## src/rtl/pp_rx_pkg.sv

```systemverilog
package pp_rx_pkg;

  typedef enum logic {
    BANK_A = 1'b0,
    BANK_B = 1'b1
  } bank_e;

  function automatic bank_e other_bank(input bank_e b);
    return (b == BANK_A) ? BANK_B : BANK_A;
  endfunction

endpackage

```

## src/rtl/pp_bank_mem.sv

```systemverilog
module pp_bank_mem #(
  parameter int DEPTH  = 64,
  parameter int DATA_W = 8,
  parameter int PTR_W  = $clog2(DEPTH)
) (
  input  logic              clk,
  input  logic              we,
  input  logic [PTR_W-1:0]  waddr,
  input  logic [DATA_W-1:0] wdata,
  input  logic [PTR_W-1:0]  raddr,
  output logic [DATA_W-1:0] rdata
);

  logic [DATA_W-1:0] mem [DEPTH];

  always_ff @(posedge clk) begin
    if (we) mem[waddr] <= wdata;
  end

  assign rdata = mem[raddr];

endmodule

```

## src/rtl/pp_wr_ctrl.sv

```systemverilog
module pp_wr_ctrl
  import pp_rx_pkg::*;
#(
  parameter int DEPTH = 64,
  parameter int CNT_W = $clog2(DEPTH + 1),
  parameter int PTR_W = $clog2(DEPTH)
) (
  input  logic             clk,
  input  logic             rst_n,
  input  logic             clr_ok,
  input  logic             wr_valid,
  input  logic             pkt_end,
  input  logic             bank_ready,
  output logic             wr_accept,
  output logic             commit,
  output logic [CNT_W-1:0] commit_cnt,
  output logic [PTR_W-1:0] wr_addr,
  output bank_e            fill_sel
);

  logic [CNT_W-1:0] wr_cnt;

  // room left in the bank being filled
  function automatic logic has_room(input logic [CNT_W-1:0] c);
    return c < CNT_W'(DEPTH);
  endfunction

  // byte count once this cycle's accepted byte is included
  function automatic logic [CNT_W-1:0] cnt_after(input logic [CNT_W-1:0] c,
                                                 input logic acc);
    return c + {{(CNT_W-1){1'b0}}, acc};
  endfunction

  assign wr_accept  = wr_valid & bank_ready & has_room(wr_cnt);
  assign commit     = pkt_end & bank_ready;
  assign commit_cnt = cnt_after(wr_cnt, wr_accept);
  assign wr_addr    = wr_cnt[PTR_W-1:0];

  always_ff @(posedge clk or negedge rst_n) begin
    if (!rst_n) begin
      wr_cnt   <= '0;
      fill_sel <= BANK_A;
    end else if (clr_ok) begin
      wr_cnt   <= '0;
      fill_sel <= BANK_A;
    end else if (commit) begin
      wr_cnt   <= '0;
      fill_sel <= other_bank(fill_sel);
    end else if (wr_accept) begin
      wr_cnt   <= cnt_after(wr_cnt, 1'b1);
    end
  end

  // the fill count never passes the bank depth
  a_r10_cnt_cap: assert property (@(posedge clk) disable iff (!rst_n)
    wr_cnt <= CNT_W'(DEPTH));

  // a commit hands the other bank to the USB side
  a_r2_fill_swaps: assert property (@(posedge clk) disable iff (!rst_n)
    commit && !clr_ok |=> fill_sel != $past(fill_sel));

endmodule

```

## src/rtl/pp_rd_ctrl.sv

```systemverilog
module pp_rd_ctrl
  import pp_rx_pkg::*;
#(
  parameter int DATA_W = 8,
  parameter int CNT_W  = 7,
  parameter int PTR_W  = 6
) (
  input  logic              clk,
  input  logic              rst_n,
  input  logic              clr_ok,
  input  logic              rd,
  input  logic              done,
  input  logic              avail,
  input  logic [CNT_W-1:0]  size,
  input  logic [DATA_W-1:0] mem_rdata,
  output logic [PTR_W-1:0]  rd_addr,
  output logic [DATA_W-1:0] rd_data,
  output logic              rd_err,
  output bank_e             cpu_sel,
  output logic              release_bank
);

  logic [CNT_W-1:0] rd_ptr;
  logic             rd_ok;

  // a read is honoured only while unread bytes remain
  function automatic logic can_read(input logic [CNT_W-1:0] p,
                                    input logic [CNT_W-1:0] s);
    return p < s;
  endfunction

  assign rd_ok        = rd & can_read(rd_ptr, size);
  assign release_bank = done & avail;
  assign rd_addr      = rd_ptr[PTR_W-1:0];

  always_ff @(posedge clk or negedge rst_n) begin
    if (!rst_n) begin
      rd_ptr  <= '0;
      rd_data <= '0;
      rd_err  <= 1'b0;
      cpu_sel <= BANK_A;
    end else if (clr_ok) begin
      rd_ptr  <= '0;
      rd_err  <= 1'b0;
      cpu_sel <= BANK_A;
    end else if (release_bank) begin
      rd_ptr  <= '0;
      rd_err  <= 1'b0;
      cpu_sel <= other_bank(cpu_sel);
    end else if (rd_ok) begin
      rd_ptr  <= rd_ptr + 1'b1;
      rd_data <= mem_rdata;
    end else if (rd) begin
      rd_err  <= 1'b1;
    end
  end

  // the read pointer never runs past the readable count
  a_r4_ptr_bound: assert property (@(posedge clk) disable iff (!rst_n)
    rd_ptr <= size);

  // the error flag only rises as a result of a read request
  a_r4_err_cause: assert property (@(posedge clk) disable iff (!rst_n)
    $rose(rd_err) |-> $past(rd));

  // the trigger moves the CPU to the other bank and restarts the pointer
  a_r5_sel_swaps: assert property (@(posedge clk) disable iff (!rst_n)
    release_bank && !clr_ok |=> cpu_sel != $past(cpu_sel) && rd_ptr == '0);

endmodule

```

## src/rtl/pp_rx_fifo.sv

```systemverilog
module pp_rx_fifo
  import pp_rx_pkg::*;
#(
  parameter int DEPTH  = 64,
  parameter int DATA_W = 8,
  parameter int CNT_W  = $clog2(DEPTH + 1)
) (
  input  logic              clk,
  input  logic              rst_n,
  input  logic              usb_wr_valid,
  input  logic [DATA_W-1:0] usb_wr_data,
  input  logic              usb_pkt_end,
  output logic              usb_ready,
  input  logic              cpu_rd,
  output logic [DATA_W-1:0] cpu_rd_data,
  output logic [CNT_W-1:0]  cpu_rx_size,
  input  logic              cpu_rd_done,
  input  logic              cpu_clr,
  output logic              data_avail,
  output logic              rd_err
);

  localparam int PTR_W  = $clog2(DEPTH);
  localparam int NBANKS = 2;

  // named internal events
  logic              busy;
  logic              clr_ok;
  logic              wr_accept;
  logic              commit;
  logic [CNT_W-1:0]  commit_cnt;
  logic [PTR_W-1:0]  wr_addr;
  logic [PTR_W-1:0]  rd_addr;
  logic              release_bank;
  bank_e             fill_sel;
  bank_e             cpu_sel;

  logic [NBANKS-1:0] bank_full;
  logic [CNT_W-1:0]  bank_cnt   [NBANKS];
  logic [DATA_W-1:0] bank_rdata [NBANKS];
  logic [DATA_W-1:0] sel_rdata;

  assign busy      = usb_wr_valid | usb_pkt_end | cpu_rd;
  assign clr_ok    = cpu_clr & ~busy;
  assign usb_ready = ~bank_full[fill_sel];

  assign data_avail  = bank_full[cpu_sel];
  assign cpu_rx_size = data_avail ? bank_cnt[cpu_sel] : '0;
  assign sel_rdata   = bank_rdata[cpu_sel];

  pp_wr_ctrl #(
    .DEPTH (DEPTH),
    .CNT_W (CNT_W),
    .PTR_W (PTR_W)
  ) u_wr (
    .clk        (clk),
    .rst_n      (rst_n),
    .clr_ok     (clr_ok),
    .wr_valid   (usb_wr_valid),
    .pkt_end    (usb_pkt_end),
    .bank_ready (usb_ready),
    .wr_accept  (wr_accept),
    .commit     (commit),
    .commit_cnt (commit_cnt),
    .wr_addr    (wr_addr),
    .fill_sel   (fill_sel)
  );

  pp_rd_ctrl #(
    .DATA_W (DATA_W),
    .CNT_W  (CNT_W),
    .PTR_W  (PTR_W)
  ) u_rd (
    .clk          (clk),
    .rst_n        (rst_n),
    .clr_ok       (clr_ok),
    .rd           (cpu_rd),
    .done         (cpu_rd_done),
    .avail        (data_avail),
    .size         (cpu_rx_size),
    .mem_rdata    (sel_rdata),
    .rd_addr      (rd_addr),
    .rd_data      (cpu_rd_data),
    .rd_err       (rd_err),
    .cpu_sel      (cpu_sel),
    .release_bank (release_bank)
  );

  for (genvar b = 0; b < NBANKS; b++) begin : g_bank
    logic is_fill;
    logic is_cpu;
    assign is_fill = (fill_sel == bank_e'(b));
    assign is_cpu  = (cpu_sel == bank_e'(b));

    always_ff @(posedge clk or negedge rst_n) begin
      if (!rst_n) begin
        bank_full[b] <= 1'b0;
        bank_cnt[b]  <= '0;
      end else if (clr_ok) begin
        bank_full[b] <= 1'b0;
        bank_cnt[b]  <= '0;
      end else if (commit && is_fill) begin
        bank_full[b] <= 1'b1;
        bank_cnt[b]  <= commit_cnt;
      end else if (release_bank && is_cpu) begin
        bank_full[b] <= 1'b0;
      end
    end

    pp_bank_mem #(
      .DEPTH  (DEPTH),
      .DATA_W (DATA_W),
      .PTR_W  (PTR_W)
    ) u_mem (
      .clk   (clk),
      .we    (wr_accept && is_fill),
      .waddr (wr_addr),
      .wdata (usb_wr_data),
      .raddr (rd_addr),
      .rdata (bank_rdata[b])
    );

    // a full bank keeps its count until it is released or cleared
    a_r7_hold_full: assert property (@(posedge clk) disable iff (!rst_n)
      bank_full[b] && $past(bank_full[b]) && !$past(clr_ok) |-> $stable(bank_cnt[b]));
  end

  // both banks occupied means the USB side is told not ready
  a_r7_not_ready: assert property (@(posedge clk) disable iff (!rst_n)
    (&bank_full) |-> !usb_ready);

  // a commit makes its bank full on the next cycle
  a_r2_commit_fills: assert property (@(posedge clk) disable iff (!rst_n)
    commit && !clr_ok |=> bank_full[$past(fill_sel)]);

  // an accepted clear leaves nothing readable
  a_r8_clear_empties: assert property (@(posedge clk) disable iff (!rst_n)
    clr_ok |=> !data_avail && usb_ready && cpu_rx_size == '0);

  // a clear during activity leaves a readable packet readable
  a_r9_busy_keeps: assert property (@(posedge clk) disable iff (!rst_n)
    cpu_clr && busy && data_avail && !cpu_rd_done |=> data_avail);

endmodule

```

## config.mk

```make
export PLATFORM = sky130hd
export DESIGN_NAME = pp_rx_fifo
export DESIGN_NICKNAME = d
export VERILOG_FILES = /design/src/rtl/pp_rx_pkg.sv /design/src/rtl/pp_bank_mem.sv /design/src/rtl/pp_wr_ctrl.sv /design/src/rtl/pp_rd_ctrl.sv /design/src/rtl/pp_rx_fifo.sv
export SDC_FILE = /design/constraint.sdc
export NUM_CORES = 1
export LEC_CHECK = 0
export BUFFER_PORTS_ARGS = -buffer_cell sky130_fd_sc_hd__buf_2
export CAP_MARGIN = 0
export CORE_UTILIZATION = 55
export CTS_BUF_LIST = sky130_fd_sc_hd__clkbuf_4 sky130_fd_sc_hd__clkbuf_8 sky130_fd_sc_hd__clkbuf_16
export CTS_CLUSTER_DIAMETER = 100
export DETAILED_ROUTE_END_ITERATION = 6
export PLACE_DENSITY_LB_ADDON = 0.25
export SYNTH_ARGS = -nofsm -noshare
export SYNTH_HDL_FRONTEND = slang
export SYNTH_SLANG_ARGS = --single-unit
```

## constraint.sdc

```tcl
create_clock -name clk -period 3.7 [get_ports clk]
set_clock_uncertainty 0.1 [all_clocks]
set_input_delay 0.555 -clock clk [delete_from_list [all_inputs] [get_ports clk]]
set_output_delay 0.555 -clock clk [all_outputs]
set_load 0.02 [all_outputs]
```

Word level (Yosys, flattened, before mapping)
Memories as Yosys holds them, arrays and structs flattened.
Index checks and enable logic that the tools add are counted.
{"block": "word_totals", "inputBits": 15, "output_inout_bits": 18, "memories": 2, "word_cells": 94, "reg_bits": 41, "ram_bits": 1024}
{"block": "op_classes", "n_reduce_logical": 17, "add_sub_neg": 3, "order_cmp": 5, "mux": 41, "n_bitwise": 15, "eq_ne": 1}
{"name": "g_bank[0].u_mem.mem", "depth": 64, "word_bits": 8, "rd": 1, "rd_clocked_by_memory_dff": 0, "wr": 1, "line": "pp_bank_mem.sv:14", "text": "logic [DATA_W-1:0] mem [DEPTH];"}
{"name": "g_bank[1].u_mem.mem", "depth": 64, "word_bits": 8, "rd": 1, "rd_clocked_by_memory_dff": 0, "wr": 1, "line": "pp_bank_mem.sv:14"}
{"operator": "$mux 7", "n": 14}
{"operator": "$mux 1", "n": 24}
{"operator": "$mux 8", "n": 3}
{"operator": "$reduce_bool 3->1", "n": 5}
{"operator": "$add 7x1->7 const B", "n": 2}
{"operator": "$reduce_bool 2->1", "n": 4}
{"operator": "$add 7x1->7", "n": 1}
{"operator": "$lt 7x7->1", "n": 1}
{"operator": "$lt 7x7->1 const B", "n": 1}
{"operator": "$and 1x1->1", "n": 6}
{"operator": "$logic_and 1x1->1", "n": 6}
{"operator": "$not 1->1", "n": 6}
{"operator": "$lt 1x2->1 const B", "n": 2}
{"operator": "$ne 3x3->1 const B", "n": 1}
{"operator": "$reduce_and 3->1", "n": 1}
{"operator": "$ge 2x2->1 const B", "n": 1}
{"operator": "$not 1->2", "n": 1}
{"operator": "$or 1x1->1", "n": 2}
{"operator": "$reduce_and 2->1", "n": 1}

Longest topological paths before layout
Gate-level depths: netlist of run 1.
{"block": "depth", "depth_word": 10, "mapped_depth": 12, "mapped_depth_nobuf": 9}

Modules after synthesis
Synthesis of run 1 repeated with hierarchy kept, for this count alone.
{"block": "unflattened", "cells_unflattened": 2115, "area_unflattened_um2": 42431.9}
{"module": "pp_bank_mem", "n_inst": 2, "seq_area_each_um2": 15374.7, "cells_per_inst": 932, "area_per_inst_um2": 20006.7}
{"module": "pp_rd_ctrl", "n_inst": 1, "seq_area_each_um2": 425.4, "cells_per_inst": 92, "area_per_inst_um2": 964.7}
{"module": "pp_rx_fifo", "n_inst": 1, "seq_area_each_um2": 400.4, "cells_per_inst": 101, "area_per_inst_um2": 922.1}
{"module": "pp_wr_ctrl", "n_inst": 1, "seq_area_each_um2": 200.2, "cells_per_inst": 58, "area_per_inst_um2": 531.8}

Worst setup path before layout of run 1
No wires, ideal clock.
{"block": "synth_timing", "path_type": "register to register", "from": "reg u_wr.fill_sel", "to": "mem g_bank[1].u_mem.mem[22][0], enable pin", "setup_slack_ns": 0.781, "period_less_slack_ns": 2.919, "path_buffers": 1, "stages_incl_launch_ff": 9, "setup_time_ns": 0.371, "arrival_ns": 2.449, "required_ns": 3.229, "path_cell_list": "dfrtp_1 mux2i_1 nand2_1 or2_2 inv_1 and2_1 clkbuf_1 nand3_1 nor2_1"}
{"block": "synth_between", "elab_chain_cells": 8}
{"item": "start, declared", "line": "pp_wr_ctrl.sv:18", "text": "output bank_e fill_sel"}
{"item": "start signal, assigned", "line": "pp_wr_ctrl.sv:48", "text": "fill_sel <= other_bank(fill_sel);"}
{"item": "$mux 1 (not written as such) (2 in a row)", "line": "pp_rx_fifo.sv:45", "text": "assign usb_ready = ~bank_full[fill_sel];"}
{"item": "$not 1->1", "line": "pp_rx_fifo.sv:45"}
{"item": "via usb_ready", "line": "pp_rx_fifo.sv:13", "text": "output logic usb_ready,"}
{"item": "$and 1x1->1 (2 in a row)", "line": "pp_wr_ctrl.sv:34", "text": "assign wr_accept = wr_valid & bank_ready & has_room(wr_cnt);"}
{"item": "$logic_and 1x1->1", "line": "pp_rx_fifo.sv:116", "text": ".we (wr_accept && is_fill),"}
{"item": "$mux 1", "line": "pp_bank_mem.sv:17", "text": "if (we) mem[waddr] <= wdata;"}
{"item": "$mux 1 (not written as such)", "line": "pp_bank_mem.sv:17"}
{"item": "end, declared", "line": "pp_bank_mem.sv:14"}
The timed path passes the listed nets, and every way through them passes these cells. The select of a mux whose other input is x is not followed.

Worst setup path after layout of run 1
{"block": "layout_timing", "from": "reg u_rd.rd_ptr[0]", "to": "reg u_rd.rd_data[6]"}
{"block": "layout_between", "elab_chain_cells": 4, "elab_cells_between_ends": 8, "classes_between": "1 x order compare; 3 x mux; 1 x bitwise; 1 x reduce/logical; 2 x memory"}
{"item": "start, declared", "line": "pp_rd_ctrl.sv:23", "text": "logic [CNT_W-1:0] rd_ptr;"}
{"item": "start signal, assigned", "line": "pp_rd_ctrl.sv:51", "text": "rd_ptr <= rd_ptr + 1'b1;"}
{"item": "$mem_v2 64x8"}
{"item": "$mux 8 (not written as such) (3 in a row)", "line": "pp_rx_fifo.sv:49", "text": "assign sel_rdata = bank_rdata[cpu_sel];"}
{"item": "end signal, assigned", "line": "pp_rd_ctrl.sv:52", "text": "rd_data <= mem_rdata;"}
{"item": "end, declared", "line": "pp_rd_ctrl.sv:17", "text": "output logic [DATA_W-1:0] rd_data,"}
Several ways; a longest one is shown, not always the timed one. The select of a mux whose other input is x is not followed.
A chain may end at the register's enable or synchronous reset.

==> flow_summary.ini, run 1 <==
[run_status]
status = completed

[min_path]
hold_path_class = in -> reg

[floorplan]
die_x_um = 278.9
core_um2 = 75950
row_count = 101
ios = 33
initial_core_util = 0.5551
die-area_um2 = 77770
die_y_um = 278.9

[synthesis]
async_flop_share = 0.03850
synth_area_leaders = edfxtp_1, mux4_2, mux2i_1
yosys.cell_count.top_type = edfxtp_1
yosysTopAreaCell = edfxtp_1
ys.flop_type = edfxtp_1
avgSynthCellArea_um2 = 19.42
synthCells = 2171
synth_edf_count = 1024
ys_seq_area_frac = 0.7536
syn_area_um2 = 42160
ys_types = 54
yosysTopAreaCellShare = 0.7293
syn_nets = 2196
ys_seq_elements = 1065
yosysWarnings = 0
synth_common_cells = edfxtp_1, mux4_2, nor2_1

[worst_setup_path]
critPathLaunchType = flop
critPathKind = reg -> reg
critPathSlowestCell = dfrtp_4
worst-r2r-setup-slack_ns = 0.18
end_kind = flop
required_ns = 4.11
crit_fanout = 25
crit_chain = buf_4 -> mux4_2 -> mux2_2 -> o221ai_1 -> o2111ai_1 -> a21oi_1 -> a311oi_1
worstPathArrival_ns = 3.93
slowest_delay_ns = 0.74

[final_layout]
multi_input_area_um2 = 9602
final_nets = 2426
seq_area_um2 = 31790
fin_cells = 3514
num_antenna_cells = 0
drive_gt1_frac = 0.2709
area_growth_pct = 14.68
n_fill_cell = 5104

[global_route]
antenna_found_initial = 1
grt_pass1_vias = 22310
grt.overflow.total = 0
grt_max_degree = 98
grt_usage = 0.2706
grt_pass1_wl_um = 151600

[sta]
slew_violations = 0
fin_tns_setup_ns = 0
timing.slew.headroom = 0.2718
fin_crit_sh = 0.9515
setup_viol = 0
worstMarginPinSlew_ns = 1.092
fmax_mhz = 284.1
period_needed_ns = 3.520
rsz0062_at_grt = false
holdWs_ns = 0.1053
finalHoldViolations = 0

[clocking]
clockBufferDepth = 3
numCtsBuffers = 103
cts.repair.resized = 0
clkSlewWorstSetupHoldPaths_ns = 0.06
root_buffer = clkbuf_16
cts_tree = built
clk_latency_ns = 0.66
clock-sinks = 1065
htree_num_levels = 3

[power_and_ir_drop]
p_leak_nw = 15.94
p_per_area_nw_per_um2 = 671.9
vdd_drop_max_uv = 393.7

[place]
gp_congestion = 0.9155
numPortBuffers = 32
placedCellCount = 3324
dp_hpwl_um = 65530

[routing]
viasPerCell = 6.335
drc = 0
wl_per_cell_um = 29.45
routed_wl_um = 103500
drt_pre_antenna_iters = 6
drt_iter0_markers = 3101
antenna_left = 0
vias = 22260

[job]
maxCapViolations = 0
-- power by group --
part,leakage (nW),internal [W],switching (W)
Sequential,9.71,0.0135,0.000408
Clock,1.75,0.00646,0.00439
Combinational,4.47,0.00339,0.00437
Total,15.9,0.0233,0.00916
-- metal layers --
| layer | share of wire | track usage | vias to the layer above |
|---|---|---|---|
| li1 | - | - | 9285 |
| met1 | 0.40 | 0.3906 | 11510 |
| met2 | 0.46 | 0.4147 | 1253 |
| met3 | 0.10 | 0.05096 | 214 |
| met4 | 0.038 | 0.1037 | 2 |
| met5 | 0.00047 | 0 | - |
-- timing repair --
item,4_1_cts,5_1_grt
endpoints found under the setup margin,0,1
hold buffers,1,0
endpoints found under the hold margin,41,0
buffers inserted,0,1
-- registers in the layout, summed over array words and instances (netlist names) --
| signal | cells |
|---|---|
| u_rd.rd_err | 1 |
| u_rd.rd_ptr | 7 |
| bank_full | 2 |
| bank_cnt | 14 |
| u_wr.wr_cnt | 7 |
| g_bank.u_mem.mem | 1024 |
| u_wr.fill_sel | 1 |
| u_rd.rd_data | 8 |
| u_rd.cpu_sel | 1 |
-- cell type report --
cell class / instances / area share
flip-flops and latches: 1065 / 0.6574
multi-input cells: 955 / 0.1986
clock buffers: 134 / 0.05946
repair buffers: 259 / 0.04316
well taps: 1030 / 0.02665
clock inverters: 54 / 0.01343
inverters: 17 / 0.001346
-- layout by cell type, fill, tap and decap left out, types with 10 or more instances in the layout --
cell and instances:
buf_4 218, clkinv_1 14, mux2_2 18, a22oi_1 49, bufinv_16 14, clkbuf_16 106
a211oi_1 18, nor2_1 181, ha_1 10, clkinv_2 18, clkbuf_4 26, nand2_1 65
nor3_1 15, nor4_1 11, o22ai_1 17, edfxtp_1 1024, a21oi_1 23, a221oi_1 14
mux2i_1 153, or3_1 12, buf_12 16, o21ai_0 18, buf_2 24, dfrtp_1 37
mux4_2 205, inv_1 16, nand3_1 34
-- stage by stage --
| step | total power (W) | setup slack (ns) | util | area [µm²] |
|---|---|---|---|---|
| 4_1_cts | 0.03253 | 0.09978 | 0.6364 | 48330 |
| 3_5_place_dp | 0.02179 | 0.1186 | 0.5898 | 44800 |
| 2_1_floorplan | 0.01917 | 0.7806 | - | 42160 |
| 6_report | 0.03249 | 0.1796 | 0.6366 | 48350 |
| 5_1_grt | 0.03344 | 0.1512 | 0.6366 | 48350 |
| 3_3_place_gp | 0.02169 | 0.1333 | 0.5898 | 44800 |
-- path summary, 6_finish.rpt --
path | from | cells past startpoint | end
worst max-delay path | u_rd.rd_ptr[0] | 7 | u_rd.rd_data[6]
worst min-delay path | cpu_rd | 3 | u_rd.rd_err
worst max register to register | u_rd.rd_ptr[0] | 7 | u_rd.rd_data[6]
worst min register to register | bank_cnt[8] | 1 | bank_cnt[8]
max in group asynchronous | rst_n | 2 | u_rd.rd_ptr[1]
min in group asynchronous | rst_n | 2 | u_wr.fill_sel
-- critical path, delay by kind of cell, from the launching register on --
family / cells / cell delay, ns
flops: 1 / 0.74
mux: 2 / 0.86
buf+inv: 1 / 0.51
compound gates: 4 / 1.13
-- logic make-up after synthesis --
kind of cell,synth area share
and+or+nand+nor,0.04063
AOI/OAI and AO/OA,0.02991
xor gates and xnor gates,0.003324
muxes,0.1506
buffers and inverters,0.01890
adders and majority gates,0.002968
DFF,0.7536
(Power assumes the default switching activity.)
==> inputs of run 2 (changes only) <==
--- a/config.mk
+++ b/config.mk
@@ -14,4 +14,5 @@
 export PLACE_DENSITY_LB_ADDON = 0.25
 export SYNTH_ARGS = -nofsm -noshare
 export SYNTH_HDL_FRONTEND = slang
+export SYNTH_HIERARCHICAL = 1
 export SYNTH_SLANG_ARGS = --single-unit
==> flow_summary.ini, run 2 <==
[final_layout]
final_nets = 2374
area_growth_pct = 14.29
layout_commonest_cell = edfxtp_1
top_regs = g_bank.u_mem/mem x1024, bank_cnt x14, u_rd/rd_data x8
largest_register_ffs = 1024
regMostFlops = g_bank.u_mem/mem
num_antenna_cells = 0
final_cell_mix = edfxtp_1, mux4_2, buf_4
final_core_util = 0.6374
drive_gt1_frac = 0.2993

[sta]
worstMarginPinSlew_ns = 1.323
setup_viol = 0
timing.slew.headroom = 0.1182
rsz0062_at_grt = false
period_needed_ns = 3.489
fin_tns_setup_ns = 0
finalHoldViolations = 0
slew_violations = 0
fmax_mhz = 286.6
fin_crit_sh = 0.9429

[global_route]
grt_usage = 0.2506
grt_pass1_wl_um = 142300
grt_pass1_vias = 21870
grt.overflow.total = 0
grt_max_degree = 129
grtUsageMet3 = 0.04946
grtUsageMet2 = 0.3808
antenna_found_initial = 2
grt_use_met1 = 0.3717
busiest_layer = met2

[worst_setup_path]
crit_fanout = 32
reg2regPathDepth = 9
critPathLaunchType = flop
critPathKind = reg -> reg
critPathSlowestCell = dfrtp_4
crit_chain = buf_12 -> buf_4 -> mux4_2 -> mux4_2 -> nor2_1 -> nor3_1 -> o2bb2ai_1 -> mux2_2 -> mux2_4
required_ns = 4.14
worst-path-buf-inv = 2
cp.depth = 9
worstPathArrival_ns = 3.93
crit_family = multiplexers
end_kind = flop
slowest_delay_ns = 0.74
cp_common_cell = mux4_2

[routing]
drt_iter0_markers = 2630
viasPerCell = 6.316
wl_per_cell_um = 27.67
vias = 21890
antenna_left = 0
drc = 0
drt_pre_antenna_iters = 5
routed_wl_um = 95900

[synthesis]
ys_seq_elements = 1065
synth_fa_ha_area_frac = 0.002949
yosysTopAreaCell = edfxtp_1
yosysTopAreaCellShare = 0.7247
yosysWarnings = 6
syn_nets = 2140
synth_mux_area_frac = 0.1589
yosys.cell_count.top_type = edfxtp_1
async_flop_share = 0.03850
syn_area_um2 = 42430
ys_types = 58
synth_area_leaders = edfxtp_1, mux4_2, dfrtp_1
synthCells = 2115
avgSynthCellArea_um2 = 20.06
synth_common_cells = edfxtp_1, mux4_2, nor2_1
synth_edf_count = 1024
synth-xor-area-share = 0.002064
ys_seq_area_frac = 0.7489
ys.flop_type = edfxtp_1
synth-compound-area-share = 0.02486
synth-simple-area-share = 0.04264
synth_top_family_by_area = multiplexers

[place]
gp_congestion = 0.8618
numPortBuffers = 32
dp_hpwl_um = 59250

[clocking]
clk_latency_ns = 0.65
root_buffer = clkbuf_16
htree_num_levels = 3
numCtsBuffers = 102
cts_tree = built
clkSlewWorstSetupHoldPaths_ns = 0.06
clockBufferDepth = 3
clock-sinks = 1065

[run_status]
status = completed

[job]
maxCapViolations = 0

[floorplan]
initial_core_util = 0.5578
die_y_um = 279.8
core_um2 = 76080
die_x_um = 279.8
die-area_um2 = 78260
ios = 33
row_count = 101

[power_and_ir_drop]
seqPwrFrac = 0.470
pwr-share-clk = 0.359
netSwitchingFraction = 0.2510
p_int_w = 0.02191
power_w = 0.02925
p_leak_nw = 15.31
vdd_drop_max_uv = 357.2
combPwrFrac = 0.171
p_per_area_nw_per_um2 = 603.2
power_switching_w = 0.007341

[min_path]
worstHoldPathCells = 3
hold_path_class = in -> reg
## run 2: cell type report
type	count	area, µm²
sequential	1065	31790
fill	5085	27580
multi-input combinational	914	9819
clock buffer	127	2775
timing repair buffer	255	2145
tap	1030	1289
clock inverter	64	633.1
inverter	11	41.29
## run 2: cells by family (layout without fill, tap and decap cells)
group,Yosys count,in the layout
AOI/OAI and AO/OA,148,148
xor gates and xnor gates,10,10
adders and majority gates,10,10
buffers and inverters,136,457
DFF,1065,1065
muxes,350,350
and+or+nand+nor,396,396
## run 2: path summary, 6_finish.rpt
kind                                     start               to  slack, ns
max in group asynchronous                rst_n   u_rd/rd_ptr[1]       2.32
worst max register to register  u_rd/rd_ptr[1]  u_rd/rd_data[1]       0.21
min in group asynchronous                rst_n     bank_cnt[11]       0.49
worst max-delay path            u_rd/rd_ptr[1]  u_rd/rd_data[1]       0.21
worst min-delay path                    cpu_rd      u_rd/rd_err       0.18
worst min register to register     bank_cnt[4]      bank_cnt[4]       0.42
## run 2: worst min-delay path, stage by stage
cell	delay [ns]
buf_2	0.15
a21oi_1	0.09
nor2_1	0.09
## run 2: power groups by stage
stage	Clock (W)	Combinational, W	Sequential (W)
3_3_place_gp	0	0.00492	0.0140
2_1_floorplan	0	0.00349	0.0138
6_report	0.0105	0.00499	0.0138
5_1_grt	0.0111	0.00529	0.0138
4_1_cts	0.0106	0.00502	0.0137
3_5_place_dp	0	0.00499	0.0140
## run 2: layer usage
| layer | part of all wire | vias to the layer above |
|---|---|---|
| met5 | 0 | - |
| li1 | - | 9148 |
| met3 | 0.095 | 166 |
| met4 | 0.025 | 0 |
| met2 | 0.47 | 1156 |
| met1 | 0.41 | 11420 |
## run 2: what timing repair did
| item | 4_1_cts | 5_1_grt |
|---|---|---|
| setup buffers | 0 | 0 |
| hold buffers | 1 | 0 |
| endpoints found under the hold margin | 41 | 0 |
| setup endpoints to repair | 0 | 0 |
| gates resized for setup | 0 | 0 |
## run 2: metrics by stage
| stage | cells | hold WS, ns | cell area (µm²) | setup WS (ns) |
|---|---|---|---|---|
| 3_3_place_gp | 3274 | 0.4125 | 45080 | 0.2996 |
| 2_1_floorplan | 2115 | 0.1594 | 42430 | 0.4397 |
| 6_report | 3466 | 0.1762 | 48490 | 0.2112 |
| 3_5_place_dp | 3274 | 0.4173 | 45080 | 0.2347 |
| 4_1_cts | 3466 | 0.1371 | 48490 | 0.2050 |
| 5_1_grt | 3466 | 0.1927 | 48490 | 0.1217 |
